$ cat config.mk
export PLATFORM = sky130hd
export DESIGN_NAME = slot_clock_timer
export DESIGN_NICKNAME = d
export VERILOG_FILES = /design/src/rtl/slot_timer_pkg.sv /design/src/rtl/slot_timebase.sv /design/src/rtl/slot_capture.sv /design/src/rtl/slot_cmp_chan.sv /design/src/rtl/slot_clock_timer.sv
export SDC_FILE = /design/constraint.sdc
export NUM_CORES = 1
export LEC_CHECK = 0
export ABC_AREA = 1
export BUFFER_PORTS_ARGS = -buffer_cell sky130_fd_sc_hd__buf_2
export CORE_MARGIN = 4
export CORE_UTILIZATION = 52
export DETAILED_ROUTE_END_ITERATION = 8
export GPL_TIMING_DRIVEN = 1
export PLACE_DENSITY = 0.88
export SLEW_MARGIN = 20
export SYNTH_ARGS = -nofsm -noshare
export SYNTH_HDL_FRONTEND = slang
export SYNTH_SLANG_ARGS = --single-unit
$ cat constraint.sdc
create_clock -name clk -period 1.65 [get_ports clk]
set_input_delay 0.0825 -clock clk [delete_from_list [all_inputs] [get_ports clk]]
set_output_delay 0.0825 -clock clk [all_outputs]
set_load 0.005 [all_outputs]
$ cat src/rtl/slot_timer_pkg.sv
// Shared constants and types for the slot clock timer.
package slot_timer_pkg;
    localparam int DEF_US_W    = 10;
    localparam int DEF_HS_W    = 28;
    localparam int DEF_SLOT_US = 625;
    localparam int DEF_NUM_CMP = 4;

    // Capture register sources, in instance order.
    typedef enum logic [1:0] {
        CAP_LATCH = 2'd0,
        CAP_RX    = 2'd1,
        CAP_TX    = 2'd2
    } cap_src_e;
    localparam int NUM_CAP = 3;
endpackage

$ cat src/rtl/slot_timebase.sv
// Composite time base: the microsecond down-counter spans one slot, and
// the half-slot up-counter steps twice per slot.
// Assumes tick is a single-cycle enable.
module slot_timebase #(
    parameter int US_W    = 10,
    parameter int HS_W    = 28,
    parameter int SLOT_US = 625
) (
    input  logic            clk,
    input  logic            rst_n,
    input  logic            tick,
    output logic [US_W-1:0] us_o,
    output logic [HS_W-1:0] hs_o
);
    localparam logic [US_W-1:0] RELOAD  = US_W'(SLOT_US - 1);
    localparam logic [US_W-1:0] MID_PRE = US_W'(SLOT_US / 2 + 1);

    // Step both counters on each tick.
    always_ff @(posedge clk) begin
        if (!rst_n) begin
            us_o <= RELOAD;
            hs_o <= '0;
        end else if (tick) begin
            if (us_o == '0) begin
                us_o <= RELOAD;
                hs_o <= hs_o + 1'b1;
            end else begin
                us_o <= us_o - 1'b1;
                if (us_o == MID_PRE)
                    hs_o <= hs_o + 1'b1;
            end
        end
    end
endmodule

$ cat src/rtl/slot_capture.sv
// Capture register: on a strobe, holds a copy of the composite time.
// Assumes the input changes only at clock edges.
module slot_capture #(
    parameter int W = 38
) (
    input  logic         clk,
    input  logic         rst_n,
    input  logic         strobe,
    input  logic [W-1:0] din,
    output logic [W-1:0] q
);
    // Load on strobe, hold otherwise.
    always_ff @(posedge clk) begin
        if (!rst_n)
            q <= '0;
        else if (strobe)
            q <= din;
    end
endmodule

$ cat src/rtl/slot_cmp_chan.sv
// One-shot compare channel. The match is an equality test against the
// current time. A match disarms the channel, sets a sticky flag and, on
// the transmit channel, pulses a trigger. Assumes the target is written
// in the composite format.
module slot_cmp_chan #(
    parameter int W     = 38,
    parameter bit IS_TX = 1'b0
) (
    input  logic         clk,
    input  logic         rst_n,
    input  logic [W-1:0] now,
    input  logic         we,
    input  logic [W-1:0] wdata,
    input  logic         disarm,
    input  logic         clr,
    output logic         armed,
    output logic         flag,
    output logic         trig
);
    logic [W-1:0] target;
    logic         hit;

    // A write in the same cycle suppresses the match.
    always_comb hit = armed && (target == now) && !we;

    // Target storage and arm state.
    always_ff @(posedge clk) begin
        if (!rst_n) begin
            target <= '0;
            armed  <= 1'b0;
        end else if (we) begin
            target <= wdata;
            armed  <= 1'b1;
        end else if (disarm || hit) begin
            armed  <= 1'b0;
        end
    end

    // Sticky flag; a match wins over a clear.
    always_ff @(posedge clk) begin
        if (!rst_n)
            flag <= 1'b0;
        else if (hit)
            flag <= 1'b1;
        else if (clr)
            flag <= 1'b0;
    end

    generate
        if (IS_TX) begin : g_trig
            // Registered trigger pulse, aligned with the flag.
            always_ff @(posedge clk) begin
                if (!rst_n)
                    trig <= 1'b0;
                else
                    trig <= hit;
            end
        end else begin : g_notrig
            assign trig = 1'b0;
        end
    endgenerate
endmodule

$ cat src/rtl/slot_clock_timer.sv
// Top: a time base, three capture registers and NUM_CMP compare channels.
// Assumes all strobes are synchronous single-cycle pulses.
module slot_clock_timer
    import slot_timer_pkg::*;
#(
    parameter int US_W    = DEF_US_W,
    parameter int HS_W    = DEF_HS_W,
    parameter int SLOT_US = DEF_SLOT_US,
    parameter int NUM_CMP = DEF_NUM_CMP,
    parameter int TX_CMP  = 0,
    localparam int TW     = US_W + HS_W
) (
    input  logic               clk,
    input  logic               rst_n,
    input  logic               tick_1us,
    input  logic               latch_req,
    input  logic               rx_sof,
    input  logic               tx_sof,
    input  logic [NUM_CMP-1:0] cmp_we,
    input  logic [TW-1:0]      cmp_wdata,
    input  logic [NUM_CMP-1:0] cmp_disarm,
    input  logic [NUM_CMP-1:0] irq_clr,
    output logic [TW-1:0]      latch_val,
    output logic [TW-1:0]      rx_ts,
    output logic [TW-1:0]      tx_ts,
    output logic [NUM_CMP-1:0] cmp_irq,
    output logic [NUM_CMP-1:0] cmp_armed,
    output logic               tx_trig
);
    logic [US_W-1:0]    cur_us;
    logic [HS_W-1:0]    cur_hs;
    logic [TW-1:0]      now;
    logic [NUM_CAP-1:0] cap_stb;
    logic [TW-1:0]      cap_q [NUM_CAP];
    logic [NUM_CMP-1:0] trig_v;

    slot_timebase #(.US_W(US_W), .HS_W(HS_W), .SLOT_US(SLOT_US)) u_tb (
        .clk(clk), .rst_n(rst_n), .tick(tick_1us), .us_o(cur_us), .hs_o(cur_hs)
    );

    // Composite view: coarse count above the fine count.
    always_comb now = {cur_hs, cur_us};

    // Map the strobes to the capture instances.
    always_comb begin
        cap_stb            = '0;
        cap_stb[CAP_LATCH] = latch_req;
        cap_stb[CAP_RX]    = rx_sof;
        cap_stb[CAP_TX]    = tx_sof;
    end

    generate
        for (genvar c = 0; c < NUM_CAP; c++) begin : g_cap
            slot_capture #(.W(TW)) u_cap (
                .clk(clk), .rst_n(rst_n), .strobe(cap_stb[c]), .din(now), .q(cap_q[c])
            );
        end
        for (genvar i = 0; i < NUM_CMP; i++) begin : g_cmp
            slot_cmp_chan #(.W(TW), .IS_TX(i == TX_CMP)) u_ch (
                .clk(clk), .rst_n(rst_n), .now(now),
                .we(cmp_we[i]), .wdata(cmp_wdata), .disarm(cmp_disarm[i]),
                .clr(irq_clr[i]), .armed(cmp_armed[i]), .flag(cmp_irq[i]),
                .trig(trig_v[i])
            );
        end
    endgenerate

    assign latch_val = cap_q[CAP_LATCH];
    assign rx_ts     = cap_q[CAP_RX];
    assign tx_ts     = cap_q[CAP_TX];
    assign tx_trig   = trig_v[TX_CMP];
endmodule

# ---- Yosys cells after proc, flatten, opt, wreduce, memory -nomap -nowiden
# Index checks and enable logic that the tools add are counted.
# Widths: inputs -> output; s select.
dict set report totals {
  regBits 313
  output_inout_bits 123
  word_cells 71
}
dict set report op_classes {
  n_addsub 2
  n_reduce_logical 27
  eq_ne 5
  n_mux 19
}
# op count
set ops {}
lappend ops {{$eq 38x38->1} 4}
lappend ops {{$mux 28} 2}
lappend ops {{$add 28x1->28 const B} 1}
lappend ops {{$reduce_bool 2->1} 9}
lappend ops {{$mux 1} 16}
lappend ops {{$eq 10x9->1 const B} 1}
lappend ops {{$logic_not 10->1} 1}
lappend ops {{$mux 10} 1}
lappend ops {{$sub 10x1->10 const B} 1}
lappend ops {{$logic_and 1x1->1} 8}
lappend ops {{$logic_not 1->1} 4}
lappend ops {{$logic_or 1x1->1} 4}
lappend ops {{$reduce_and 2->1} 1}

# ---- Longest topological paths before layout
dict set report depth {
  ltp_word 6
  depth_mapped 13
  mapped_depth_nobuf 12
}

# ---- Cells and area by module
# From an unflattened synthesis, not the netlist that was laid out.
dict set report hier_totals {
  cells_unflattened 2335
  area_unflattened_um2 14794.2
}
# mod seq_area_each_um2 cells_each instances area_per_inst_um2
set by_module_without_submodules {}
lappend by_module_without_submodules {{slot_cmp_chan at g_cmp[1].u_ch ...} 800.8 329 3 2047.0}
lappend by_module_without_submodules {slot_capture 760.7 240 3 1537.7}
lappend by_module_without_submodules {slot_timebase 760.7 319 1 2020.7}
lappend by_module_without_submodules {{slot_cmp_chan at g_cmp[0].u_ch} 820.8 309 1 2019.4}

# ---- Worst setup path after synthesis
# OpenSTA, ideal clock, no wires.
dict set report synth_path {
  kind {reg2reg}
  from {register u_tb.us_o[1]}
  to {register u_tb.hs_o[24]}
  t_required_ns 1.518
  t_arrival_ns 1.651
  path_stages_with_launch 12
  path_buffers 2
  setup_ns 0.132
  slack_ns -0.133
  synth_period_minus_slack_ns 1.783
  path_cell_list {dfxtp_1 -> buf_2 -> inv_1 -> ha_1 -> nand2_2 -> nor2_2 -> nand4_2 -> a21oi_4 -> inv_2 -> buf_2 -> nand2_1 -> a21oi_1}
}
dict set report synth_between {
  elab_chain_len 3
  word_cells_on_any_way 5
  cone_classes {eq/ne (1); mux (1); reduce/logical (3)}
}
# item line
set synth_lines {}
lappend synth_lines {{start: declaration} slot_timebase.sv:12} ;# output logic [US_W-1:0] us_o,
lappend synth_lines {{start signal: assignment} slot_timebase.sv:28} ;# us_o <= us_o - 1'b1;
lappend synth_lines {{$eq 10x9->1 / $logic_not 10->1 (equally long branches)} {slot_timebase.sv:29, slot_timebase.sv:24}}
lappend synth_lines {{$reduce_bool 2->1 (no source line)} n/a}
lappend synth_lines {{$reduce_and 2->1 (no source line)} n/a}
lappend synth_lines {{end signal: assignment} slot_timebase.sv:26} ;# hs_o <= hs_o + 1'b1;
lappend synth_lines {{end signal: assignment} slot_timebase.sv:30} ;# hs_o <= hs_o + 1'b1;
lappend synth_lines {{end: declaration} slot_timebase.sv:13} ;# output logic [HS_W-1:0] hs_o
# Parallel ways exist; a longest one is shown, timed or not.
# A chain may end at the register's enable or synchronous reset.

# ---- Worst setup path in the final report
dict set report layout_path {
  from {register u_tb.us_o[1]}
  to {register u_tb.hs_o[9]}
}
# The elaborated chain is that of the path after synthesis.

==> summary.md <==
| Metric | Value |
|---|---|
| Failing checks | `negative setup slack` |
| Final net count | `2202` |
| Die width | `roughly 170 µm` |
| Final Non-Filler Cells | `between 2000 and 3000` |
| Core area | `roughly 0.026 mm²` |
| Post-synth top area cell | `dfxtp_1` |
| Die Span Y | `about 170 µm` |
| Crit path kind | `flip-flop to flip-flop` |
| Clock transition at path regs | `~60 ps` |
| Worst Path Required | `2090 ps` |
| R2r setup slk | `-9 ps` |
| DR WL/cell | `approximately 17 µm` |
| DR DRC count | `0` |
| Seq cells post-synth | `between 300 and 400` |
| Syn Nets | `slightly below 2000` |
| Routed Antenna Nets | `0` |
| Diode count | `0` |
| IO Pins | `179` |
| Synth top area cells | `dfxtp_1, o21ai_0, nand2_1` |
| Row cnt | `around 60` |
| Distinct cells, synth | `between 40 and 50` |
| Hold path depth | `3` |
| Vias in the first global route | `between 10000 and 15000` |
| Total gr overflow | `0` |
| Fmax | `~0.60 GHz` |
| Static Leak | `around 7.7 nW` |
| Worst VDD drop | `between 0.5 and 0.6 mV` |
| Clk buf depth | `3` |
| Pins Over Slew Limit | `0` |
| Top cells by count, synth | `nand2_1, dfxtp_1, nor2_1, o21ai_0, a21oi_1` |
| Post-synthesis cell area | `0.0138 mm²` |
| Share of post-route cells with drive strength above 1 | `between 20% and 30%` |
| H-tree Lvls | `2` |
| Sequential-to-total area share from yosys stat | `between 40% and 50%` |
| Drt pass-1 iters | `6` |
| Avg Cell Area, Syn | `between 7 and 8 µm²` |
| Final min period | `1660 ps` |
| PwrDens | `around 1100 mW/mm²` |
| Asr flop ratio synth | `0%` |
| Worst r2r src | `u_tb.us_o[1]$_SDFFE_PN0P_` |
| Iter 0 DRT Violations | `between 1500 and 2000` |
| CTS Buf Count | `34` |
| Synth warnings | `0` |
| Post-Syn Instances | `~1900` |
| First-pass GRT wire length | `around 66000 µm` |
| EDFF count, synth | `0` |
| Status | `finished with violations` |
| Startpoint types | `flip-flop` |
| Crit Path Max Fanout | `5` |
| Setup violations, final | `1` |
| Final Cycle Share | `101%` |
| Dpl cells | `around 2400` |
| Reg2reg end | `u_tb.hs_o[9]$_SDFFE_PN0P_` |
| Final Hold Viols | `0` |
| Clock Latency Late Sink | `510 ps` |
| HP Start | `cmp_we[1]` |
| Vias | `between 10000 and 15000` |
| Endpoint with the worst hold slack | `g_cmp[1].u_ch.target[12]$_SDFFE_PN0P_` |
| Routability congestion estimate | `0.976` |
| Max-cap violations | `0` |
| CTS tree | `yes` |
| HPWL after DPL | `between 20000 and 30000 µm` |
| RSZ-0062 raised after global routing | `true` |
| Yosys top cell area share | `a little under half` |
| Largest net degree at the start of global routing | `slightly below 80` |
| Total wire length | `about 43000 µm` |
| Top-count cell post-synth | `nand2_1` |
| End-of-flow core utilization | `between 60% and 70%` |
| Skew final | `roughly 13 ps` |
| DR vias/cell | `between 5 and 6` |
| Overall Global Routing Usage | `between 20 and 30%` |
| Initial Util | `53.0%` |
| FF-to-FF path depth | `12` |
| Setup crit end kind | `flip-flop` |
| Hold crit path type | `primary input to flip-flop` |
| Min setup slack post-route | `-8.79 ps` |
| Number of port buffers | `178` |
| Critical path arrival | `approximately 2100 ps` |
| Tightest Pin Transition | `between 600 and 700 ps` |
| Initial antenna violation count | `1` |
| Top_reg_cell synth | `dfxtp_1` |
| Area Overhead vs Synth | `26.6%` |
| Die Area | `approximately 0.029 mm²` |
| Clock tree root buffer cell | `clkbuf_16` |
| Total Power | `between 15 and 20 mW` |
| # clock sinks | `around 310` |
| Worst slew margin | `58.5%` |
[registers in the layout (all words and copies together) (netlist names)]
name,flops
g_cmp.u_ch.flag,4
u_tb.us_o,10
g_cap.u_cap.q,114
g_cmp.u_ch.trig,1
g_cmp.u_ch.armed,4
u_tb.hs_o,28
g_cmp.u_ch.target,152
[worst max-delay path: stages (launching register included)]
cell and delay, ps:
dfxtp_2 340, inv_4 70, ha_4 150, nand2_4 50
nor2_4 100, nand2_2 80, nor2_4 140, nand3_4 180
nand2_8 150, nand2_4 60, o21ai_2 100, inv_1 50
nor2_1 100
[cell usage in the layout, fill, tap and decap left out, types with 7 or more instances in the layout]
cell type and count:
a21oi_1 199, buf_12 17, buf_2 177, buf_4 97
clkbuf_16 37, dfxtp_1 287, dfxtp_2 25, dlygate4sd3_1 50
inv_1 108, inv_2 8, inv_4 7, nand2_1 329
nand2_4 7, nand3_1 30, nand4_1 19, nor2_1 290
nor2_2 11, nor3_1 11, o21ai_0 270, xnor2_1 80
xor2_1 22
[report_power, final]
part	internal, mW	switching [mW]	total, mW
sequential	7.99	0.258	8.25
clock	5.28	3.06	8.34
combinational	0.820	1.16	1.97
[metrics by stage]
step / TNS [ps] / worst slack, ps / hold slack [ps] / area [µm²]
6_report: -8.79 / -8.79 / 37.8 / 17500
5_1_grt: -1330 / -157 / 60.9 / 17500
4_1_cts: 0 / 2.15 / 24.2 / 17300
3_5_place_dp: -518 / -76.4 / 340 / 15500
3_3_place_gp: -111 / -65.4 / 347 / 15500
2_1_floorplan: 0 / 3.15 / 178 / 13900
[what timing repair did]
item,CTS,global route
setup buffers,1,3
setup endpoints to repair,16,40
cloned,2,0
pin swaps,2,10
hold endpoints to repair,173,0
gates resized for setup,11,57
hold buffers,50,0
[cells by family (layout without fill, tap and decap cells)]
kind of cell / count (synthesis) / count (layout) / synth area share [%]
adders and majority gates: 3 / 3 / 0.271
AOI/OAI and AO/OA: 490 / 490 / 17.9
buffers and inverters: 268 / 531 / 8.50
and+or+nand+nor: 724 / 726 / 21.5
DFF: 313 / 313 / 45.3
xor gates and xnor gates: 103 / 103 / 6.52
[routing by layer]
layer  vias up  global-route usage [%]  wire length, µm
met2       688                    44.9            19200
met4         2                    8.96             1320
met3        99                    5.31             4300
met1      6442                    37.8            17900
li1       6608                       -                -
met5         -                       0               13
[cell type report]
| class | instances | area, µm² |
|---|---|---|
| flip-flops and latches | 313 | 6300 |
| clock inverters | 12 | 218 |
| clock buffers | 47 | 1020 |
| fillers | 2037 | 8610 |
| multi-input cells | 1322 | 6570 |
| well taps | 335 | 419 |
| repair buffers | 342 | 2470 |
| inverters | 130 | 524 |
[how the worst max path moves through the flow]
stage | startpoint | end | slack, ps | cells after the start
2_1_floorplan | u_tb.us_o[1]$_SDFFE_PN0P_ | u_tb.hs_o[24]$_SDFFE_PN0P_ | 3 | 11
3_3_place_gp | u_tb.hs_o[16]$_SDFFE_PN0P_ | u_tb.hs_o[23]$_SDFFE_PN0P_ | -70 | 9
3_5_place_dp | u_tb.hs_o[16]$_SDFFE_PN0P_ | u_tb.hs_o[23]$_SDFFE_PN0P_ | -80 | 9
4_1_cts | u_tb.hs_o[0]$_SDFFE_PN0P_ | u_tb.hs_o[24]$_SDFFE_PN0P_ | 2 | 9
5_1_grt | u_tb.us_o[1]$_SDFFE_PN0P_ | u_tb.hs_o[9]$_SDFFE_PN0P_ | -160 | 12
6_report | u_tb.us_o[1]$_SDFFE_PN0P_ | u_tb.hs_o[9]$_SDFFE_PN0P_ | -9 | 12
Note: power is estimated with default switching activity, not from simulation.
